`src/rtl/clamp_fault_localizer.sv`:
```
module clamp_fault_localizer #(
  parameter int SETTLE_CYC = 2000
) (
  input  logic       clk,
  input  logic       rst_n,
  input  logic       detect_pulse,
  input  logic [3:0] last_state,
  input  logic       cur_pos,
  input  logic [2:0] level_code,
  output logic [7:0] probe_gates,
  output logic       busy,
  output logic       done,
  output logic [7:0] fault_id
);
  localparam int NCOMP = 12;
  localparam int CW = $clog2(SETTLE_CYC + 1);
  localparam logic [3:0] HALF_HI = 4'b1100;
  localparam logic [3:0] HALF_MID = 4'b0110;
  localparam logic [3:0] HALF_LO = 4'b0011;

  typedef enum logic [1:0] {IDLE, SETTLE, DECIDE} phase_t;

  phase_t            phase;
  logic [7:0]        g_now;
  logic              pos_q;
  logic [NCOMP-1:0]  suspects, match;
  logic [CW-1:0]     cnt;

  function automatic logic [7:0] state_gates(input logic [3:0] s);
    case (s)
      4'd1: return {HALF_HI, HALF_LO};
      4'd2: return {HALF_HI, HALF_MID};
      4'd3: return {HALF_MID, HALF_LO};
      4'd4: return {HALF_HI, HALF_HI};
      4'd5: return {HALF_MID, HALF_MID};
      4'd6: return {HALF_LO, HALF_LO};
      4'd7: return {HALF_MID, HALF_HI};
      4'd8: return {HALF_LO, HALF_MID};
      4'd9: return {HALF_LO, HALF_HI};
      default: return 8'h00;
    endcase
  endfunction

  // f = {outer-top, inner-top, inner-bottom, outer-bottom, upper diode, lower diode} open
  function automatic int half_level(input logic [3:0] g, input logic out, input logic [5:0] f);
    if (out) begin
      if (g[2] && !f[4]) return (g[3] && !f[5]) ? 1 : (f[1] ? -1 : 0);
      return -1;
    end
    if (g[1] && !f[3]) return (g[0] && !f[2]) ? -1 : (f[0] ? 1 : 0);
    return 1;
  endfunction

  function automatic logic [2:0] predict(input logic [7:0] g, input logic pos, input int c);
    logic [NCOMP-1:0] oh;
    int v;
    oh = NCOMP'(1) << c;
    v = half_level(g[7:4], pos, {oh[0], oh[1], oh[2], oh[3], oh[8], oh[9]})
      - half_level(g[3:0], !pos, {oh[4], oh[5], oh[6], oh[7], oh[10], oh[11]});
    return 3'(v + 2);
  endfunction

  function automatic logic [7:0] part_code(input int c);
    if (c < 8) return 8'(128 >> c);
    case (c)
      8: return 8'd3;
      9: return 8'd9;
      10: return 8'd27;
      default: return 8'd81;
    endcase
  endfunction

  function automatic logic [7:0] code_of(input logic [NCOMP-1:0] m);
    for (int c = 0; c < NCOMP; c++)
      if (m[c]) return part_code(c);
    return 8'd0;
  endfunction

  for (genvar c = 0; c < NCOMP; c++) begin : g_cmp
    assign match[c] = (predict(g_now, pos_q, c) == level_code);
  end

  wire state_ok = (last_state >= 4'd1) && (last_state <= 4'd9);
  wire single   = (suspects != '0) && ((suspects & (suspects - NCOMP'(1))) == '0);

  assign busy        = (phase != IDLE);
  assign probe_gates = busy ? g_now : 8'h00;

  always_ff @(posedge clk) begin
    if (!rst_n) begin
      phase    <= IDLE;
      g_now    <= 8'h00;
      pos_q    <= 1'b0;
      suspects <= '0;
      cnt      <= '0;
      done     <= 1'b0;
      fault_id <= 8'h00;
    end else begin
      done <= 1'b0;
      case (phase)
        IDLE: if (detect_pulse) begin
          if (state_ok) begin
            g_now    <= state_gates(last_state);
            pos_q    <= cur_pos;
            suspects <= '1;
            cnt      <= '0;
            phase    <= SETTLE;
          end else begin
            done     <= 1'b1;
            fault_id <= 8'h00;
          end
        end
        SETTLE: begin
          if (cnt == CW'(SETTLE_CYC - 1)) begin
            suspects <= suspects & match;
            phase    <= DECIDE;
          end else begin
            cnt <= cnt + 1'b1;
          end
        end
        default: begin
          cnt <= '0;
          if (single || suspects == '0) begin
            fault_id <= code_of(suspects);
            done     <= 1'b1;
            phase    <= IDLE;
          end else if (g_now[7:4] == HALF_MID) begin
            g_now[7:4] <= pos_q ? HALF_HI : HALF_LO;
            phase      <= SETTLE;
          end else if (g_now[3:0] == HALF_MID) begin
            g_now[3:0] <= pos_q ? HALF_LO : HALF_HI;
            phase      <= SETTLE;
          end else begin
            fault_id <= 8'h00;
            done     <= 1'b1;
            phase    <= IDLE;
          end
        end
      endcase
    end
  end
endmodule


```
`config.mk`:
```
export PLATFORM = sky130hd
export DESIGN_NAME = clamp_fault_localizer
export DESIGN_NICKNAME = d
export VERILOG_FILES = /design/src/rtl/clamp_fault_localizer.sv
export SDC_FILE = /design/constraint.sdc
export NUM_CORES = 1
export LEC_CHECK = 0
export BUFFER_PORTS_ARGS = -buffer_cell sky130_fd_sc_hd__buf_2
export CAP_MARGIN = 20
export CELL_PAD_IN_SITES_DETAIL_PLACEMENT = 0
export CELL_PAD_IN_SITES_GLOBAL_PLACEMENT = 1
export CORE_UTILIZATION = 47
export CTS_BUF_LIST = sky130_fd_sc_hd__clkbuf_8
export CTS_CLUSTER_DIAMETER = 100
export DETAILED_ROUTE_END_ITERATION = 12
export PLACE_DENSITY_LB_ADDON = 0.12
export SLEW_MARGIN = 10
export SYNTH_ARGS = -nofsm -noshare
export SYNTH_HDL_FRONTEND = slang
export SYNTH_SLANG_ARGS = --single-unit
export TNS_END_PERCENT = 30
```
`constraint.sdc`:
```
create_clock -name clk -period 3 [get_ports clk]
set_input_delay 0.45 -clock clk [delete_from_list [all_inputs] [get_ports clk]]
set_output_delay 0.45 -clock clk [all_outputs]
set_load 0.03 [all_outputs]
```
==> qor.yml, run 1 <==
status:
  status: "completed"
timing:
  drv_slew: 0
  min_period_ns: 2.50
  finalSetupViolCount: 0
  max_freq_ghz: 0.401
  clock_skew_ns: 0.0137
  maxSlewHeadroom_pct: 53.0
  tns_ns: 0
  rsz0062_at_grt: "no"
  fin_ws_ns: 0.505
  fin_crit_sh_pct: 83.2
  hold_viol_final: 0
  worst_pin_slew_ns: 0.700
critical_path:
  cp_max_fo: 9
  endpoint_kind: "flip-flop"
  path_cells: "or4_4 -> nor3_4 -> o221ai_1 -> or3_4 -> o21a_1 -> mux2i_1"
  cp.arrival_ns: 2.67
  critPathSlowestCell: "or4_4"
  cp_num_buf_inv: 0
  critPathKind: "flip-flop to flip-flop"
  cp_top_family: "simple AND/OR/NAND/NOR gates"
  worst_setup_path_start_kind: "flip-flop"
  slowest_delay_ns: 0.60
  required_ns: 3.18
synth:
  synth_top_family_by_area: "simple AND/OR/NAND/NOR gates"
  synth_area_mm2: 0.00335
  synthXorXnorAreaFrac_pct: 12.8
  synth_area_leader_cell: "dfxtp_1"
  yosys_register_bits: 43
  synth_nets: 463
  synth_edf_count: 0
  synthMuxAreaShare_pct: 4.19
  ys_seq_area_share_pct: 25.7
  syn_area_per_cell_um2: 7.99
  synthArstFlopShare_pct: 0
  synth.top_cell.area_share_pct: 25.7
  synthTopCellsByArea: "dfxtp_1 26%, ha_1 12%, xnor2_1 8.4%"
  synth_simple_gate_area_share_pct: 21.5
  synth-compound-area-share_pct: 17.3
  synth_warnings: 0
  ys.flop_type: "dfxtp_1"
  synthCells: 419
  ys_types: 59
  synth_adder_area_share_pct: 12.6
place:
  portBuffers: 28
  post-dp-hpwl_um: 5420
  place_ws_ns: 0.504
  place_area_mm2: 0.00357
  gp_congestion: 0.888
clocking:
  cts_setup_buffers: 0
  clock_latency_ns: 0.31
  cts_made_buffers: 5
  root_buffer: "clkbuf_8"
  cts_buffer_depth: 2
  cts_hold_buffers: 0
  cts_tree: "yes"
  clk_pin_slew_ns: 0.10
  cts_sinks: 43
  ctsResizeCount: 0
  cts-htree-levels: 2
power:
  p_per_area_mw_per_mm2: 414
  switching_power_uw: 534
  p_clk_share_pct: 25.7
  power_frac_seq_pct: 42.6
  p_comb_share_pct: 31.7
  p_int_uw: 982
  cellLeakagePower_uw: 0.00155
  sw_frac_of_total_pct: 35.2
  irDropWorstVdd_mv: 0.159
cells_and_area:
  area_growth_pct: 9.30
  antenna_cells: 0
  final_cell_mix: "45 x nand2_1, 43 x dfxtp_1, 33 x ha_1, 32 x xnor2_1, 30 x nor2_1"
  fin_area_mm2: 0.00366
  nets: 483
  final_common_cell: "nand2_1"
  final_layout_size_suffix_gt1_share_pct: 12.3
global_routing:
  grt_pass1_wl_um: 12400
  grt_antenna_before_repair: 0
  grt_pass1_vias: 2594
  grt.overflow.total: 0
  grt_max_degree: 43
  grt_usage_pct: 20.7
floorplan:
  fp.coreArea_mm2: 0.00683
  num_rows: 30
  dieWidth_um: 86.4
  die_area_mm2: 0.00746
  pin_count: 29
  start_util_pct: 49.0
  die_height_um: 86.4
detailed_routing:
  drtIter0Drc: 137
  drt_wl_total_um: 7220
  vias_per_cell: 5.31
  ant_nets: 0
  vias: 2845
  post_drt_wl_per_cell_um: 13.5
  drcViolationCount: 0
  first_pass_iters: 4
hold_path:
  hp-class: "input port to flip-flop"
flow_run:
  maxCapViolCount: 0
registers in the layout (all words and copies together), names as in the netlist:
register / count
cnt: 11
done: 1
fault_id: 8
g_now: 8
phase: 2
pos_q: 1
suspects: 12
layer usage:
layer | up-vias | part of all wire [%] | wire, µm | GRT usage (%)
met3 | 6 | 2.7 | 198 | 2.86
li1 | 1498 | - | - | -
met2 | 42 | 45 | 3240 | 33.9
met5 | - | 0 | 0 | 0
met1 | 1299 | 52 | 3730 | 29.1
met4 | 0 | 0.79 | 57 | 4.09
path summary, 6_finish.rpt:
kind                       startpoint                  endpoint  slack [ns]  depth (start not counted)
max          suspects[0]$_SDFFE_PN0P_  fault_id[3]$_SDFFE_PN0P_        0.50                          6
min                           cur_pos        pos_q$_SDFFE_PN0P_        0.38                          3
min reg2reg  fault_id[7]$_SDFFE_PN0P_  fault_id[7]$_SDFFE_PN0P_        0.46                          2
max reg2reg  suspects[0]$_SDFFE_PN0P_  fault_id[3]$_SDFFE_PN0P_        0.50                          6
layout make-up:
type	instances	area, µm²
Timing Repair Buffer	34	185
Fill cell	714	3170
Clock inverter	3	23.8
Multi-Input combinational cell	326	2290
Inverter	29	109
Tap cell	96	120
Clock buffer	5	68.8
Sequential cell	43	861
per-stage QoR:
step / util (%) / power (µW) / instances / hold slack (ns)
2_1_floorplan: - / 1040 / 419 / 0.463
3_3_place_gp: 52.2 / 1130 / 528 / 0.442
3_5_place_dp: 52.2 / 1140 / 528 / 0.448
4_1_cts: 53.6 / 1530 / 536 / 0.386
5_1_grt: 53.6 / 1630 / 536 / 0.383
6_report: 53.6 / 1520 / 536 / 0.379
logic make-up (layout without fill, tap and decap cells):
logic type               after synthesis  count (layout)
multiplexers                          14              14
buffers and inverters                 50              71
XOR/XNOR                              49              49
AO/OA/AOI/OAI                         85              85
AND/OR/NAND/NOR                      144             144
flip-flops                            43              43
adder cells (fa/ha/maj)               34              34
Yosys cell counts (2+ instances only):
library cell	number
o211ai_1	3
xor2_1	17
or3_1	2
a31oi_1	13
nor2b_1	8
or2_2	3
and3_1	3
nor3_1	12
inv_1	29
xnor2_1	32
mux2i_1	14
clkbuf_1	18
nor4_1	2
buf_1	2
dfxtp_1	43
o21ai_0	23
ha_1	33
and2_1	8
nand3_1	14
nand4_1	4
a21oi_1	14
nand2_1	45
a2111oi_0	2
a21boi_0	10
o21a_1	2
nor2_1	30
worst min-delay path: stages:
cell and delay, ns:
buf_2 0.10, nand2_1 0.04, a21boi_0 0.06
power groups by stage:
stage | clock network, µW | registers [µW] | logic (µW)
global route | 425 | 653 | 549
global placement | 0 | 658 | 476
finish | 389 | 646 | 481
detailed placement | 0 | 658 | 484
floorplan | 0 | 635 | 405
CTS | 396 | 645 | 486
(Power assumes the default switching activity.)
==> run 2: changes to the inputs <==
CORE_UTILIZATION = 42   (was 47)
clock period = 2.2 ns   (was 3 ns; I/O delays follow)
==> run 2 against run 1 <==
Compared with the run above: the flow now finishes with violations (setup timing); sequential power increased by 33%; via count increased by 8.6%; setup slack got worse by 0.65 ns; flip-flop and latch count unchanged; worst hold slack worse by 0.12 ns; highest routed layer unchanged.
==> qor.yml, run 2 (synthesis results as in run 1) <==
status:
  status: "finished, violations left"  # was completed
  failed_checks: "setup timing"
place:
  place_ws_ns: -0.166  # was 0.504 ns
  post-dp-hpwl_um: 6320  # was 5420 µm
  portBuffers: 28  # unchanged
  place_area_mm2: 0.00395  # was 0.00357 mm²
  gp_congestion: 0.787  # was 0.888
floorplan:
  fp.coreArea_mm2: 0.00773  # was 0.00683 mm²
  dieWidth_um: 91.3  # was 86.4 µm
  die_height_um: 91.3  # was 86.4 µm
  start_util_pct: 43.3  # was 49.0%
  die_area_mm2: 0.00833  # was 0.00746 mm²
  num_rows: 32  # was 30
  pin_count: 29  # unchanged
critical_path:
  ff2ff_path_depth: 7  # was 6
  endpoint_kind: "flip-flop"  # unchanged
  cp_max_fo: 4  # was 9
  critPathKind: "flip-flop to flip-flop"  # unchanged
  worst_setup_path_start_kind: "flip-flop"  # unchanged
  cp.arrival_ns: 2.57  # was 2.67 ns
  required_ns: 2.43  # was 3.18 ns
timing:
  drv_slew: 0  # unchanged
  worst_pin_slew_ns: 0.473  # was 0.700 ns
  fin_crit_sh_pct: 106  # was 83.2%
  maxSlewHeadroom_pct: 67.7  # was 53.0%
  whs_ns: 0.264  # was 0.379 ns
  min_period_ns: 2.34  # was 2.50 ns
  max_freq_ghz: 0.427  # was 0.401 GHz
  hold_viol_final: 0  # unchanged
  finalSetupViolCount: 16  # was 0
  rsz0062_at_grt: "yes"  # was no
  fin_ws_ns: -0.141  # was 0.505 ns
  clock_skew_ns: 0.00915  # was 0.0137 ns
detailed_routing:
  vias_per_cell: 5.23  # was 5.31
  drt_wl_total_um: 8260  # was 7220 µm
  drcViolationCount: 0  # unchanged
  drtIter0Drc: 79  # was 137
  drt-met1-wl_um: 4130  # was 3730 µm
  routed.top_layer: "met4"  # unchanged
  dr_wl_met3_um: 234  # was 198 µm
  ant_nets: 0  # unchanged
  wl_met2_um: 3780  # was 3240 µm
  first_pass_iters: 4  # unchanged
  post_drt_wl_per_cell_um: 14.0  # was 13.5 µm
  vias: 3089  # was 2845
cells_and_area:
  area_growth_pct: 24.9  # was 9.30%
  nets: 532  # was 483
  reg.largest.list: "suspects x12, cnt x11"  # unchanged
  antenna_cells: 0  # unchanged
  final_layout_size_suffix_gt1_share_pct: 24.9  # was 12.3%
  fin_area_mm2: 0.00418  # was 0.00366 mm²
  final_common_cell: "buf_4"  # was nand2_1
  largest_reg_flops: 12  # unchanged
  largest-register: "suspects"  # unchanged
  final_cell_mix: "52 x buf_4, 45 x nand2_1, 38 x dfxtp_1, 33 x ha_1, 32 x xnor2_1"  # was 45 x nand2_1, 43 x dfxtp_1, 33 x ha_1, 32 x xnor2_1, 30 x nor2_1
global_routing:
  grt_usage_pct: 21.1  # was 20.7%
  grt_pass1_wl_um: 14200  # was 12400 µm
  grt_max_degree: 27  # was 43
  grt.overflow.total: 0  # unchanged
  grt_pass1_vias: 2983  # was 2594
  grt_antenna_before_repair: 0  # unchanged
clocking:
  cts-htree-levels: 2  # unchanged
  cts_hold_buffers: 0  # unchanged
  clock_latency_ns: 0.30  # was 0.31 ns
  cts_buffer_depth: 2  # unchanged
  root_buffer: "clkbuf_8"  # unchanged
  cts_made_buffers: 5  # unchanged
  clk_pin_slew_ns: 0.10  # about the same
  cts_tree: "yes"  # unchanged
  cts_sinks: 43  # unchanged
hold_path:
  hp-class: "input port to flip-flop"  # unchanged
  worstHoldPathCells: 3  # unchanged
power:
  p_comb_share_pct: 36.1  # was 31.7%
  sw_frac_of_total_pct: 33.8  # was 35.2%
  cellLeakagePower_uw: 0.00184  # was 0.00155 µW
  switching_power_uw: 800  # was 534 µW
  power_frac_seq_pct: 36.4  # was 42.6%
  irDropWorstVdd_mv: 0.288  # was 0.159 mV
  p_per_area_mw_per_mm2: 567  # was 414 mW/mm²
  p_int_uw: 1570  # was 982 µW
  p_clk_share_pct: 27.5  # was 25.7%
flow_run:
  maxCapViolCount: 0  # unchanged
## run 2: cell count changes in the layout (fill, tap and decap cells not counted), sizes merged
cell | before | now
buf | 34 | 83
clkinv | 0 | 2
clkinvlp | 2 | 0
bufinv | 0 | 1
inv | 30 | 29
## run 2: critical path, cell delays in order (launching register included)
cell     delay (ns)
dfxtp_2        0.33
or4_4          0.58
o41ai_4        0.30
a31oi_4        0.07
or3_4          0.40
buf_6          0.14
a31oi_4        0.22
mux2i_1        0.21
## run 2: area by class of cell
cell class                 instances  area [µm²]
timing repair buffer              83         573
clock inverter                     3        43.8
tap                              102         128
multi-input combinational        326        2390
inverter                          29         109
clock buffer                       5        68.8
fill                             746        3550
sequential                        43         870
## run 2: per-layer routing
| layer | up-vias | track usage (%) |
|---|---|---|
| li1 | 1595 | - |
| met1 | 1433 | 28.2 |
| met5 | - | 0 |
| met2 | 48 | 35.7 |
| met4 | 0 | 5.29 |
| met3 | 13 | 2.93 |
## run 2: metrics by stage
stage / utilization [%] / TNS [ns] / instances / power [µW]
CTS: 53.3 / -1.09 / 591 / 2370
global route: 54.1 / -2.77 / 591 / 2520
global placement: 51.1 / -1.27 / 582 / 1660
finish: 54.1 / -1.47 / 591 / 2370
detailed placement: 51.1 / -1.65 / 582 / 1670
floorplan: - / 0 / 419 / 1420
## run 2: power by group through the flow
| stage | clock, µW | sequential (µW) | combinational [µW] |
|---|---|---|---|
| after detailed placement | 0 | 874 | 801 |
| final | 652 | 862 | 856 |
| after global routing | 698 | 869 | 952 |
| after floorplan | 0 | 866 | 552 |
| after global placement | 0 | 874 | 790 |
| after CTS | 666 | 859 | 844 |
## run 2: final timing paths
kind	startpoint	endpoint	slack, ns
max	suspects[0]$_SDFFE_PN0P_	g_now[5]$_SDFFE_PN0P_	-0.14
min	cur_pos	pos_q$_SDFFE_PN0P_	0.26
max reg2reg	suspects[0]$_SDFFE_PN0P_	g_now[5]$_SDFFE_PN0P_	-0.14
min reg2reg	fault_id[3]$_SDFFE_PN0P_	fault_id[3]$_SDFFE_PN0P_	0.46
## run 2: what timing repair did
action,CTS,global route
setup endpoints to repair,23,36
gates resized for setup,12,22
setup buffers,1,0
pin swaps,2,9
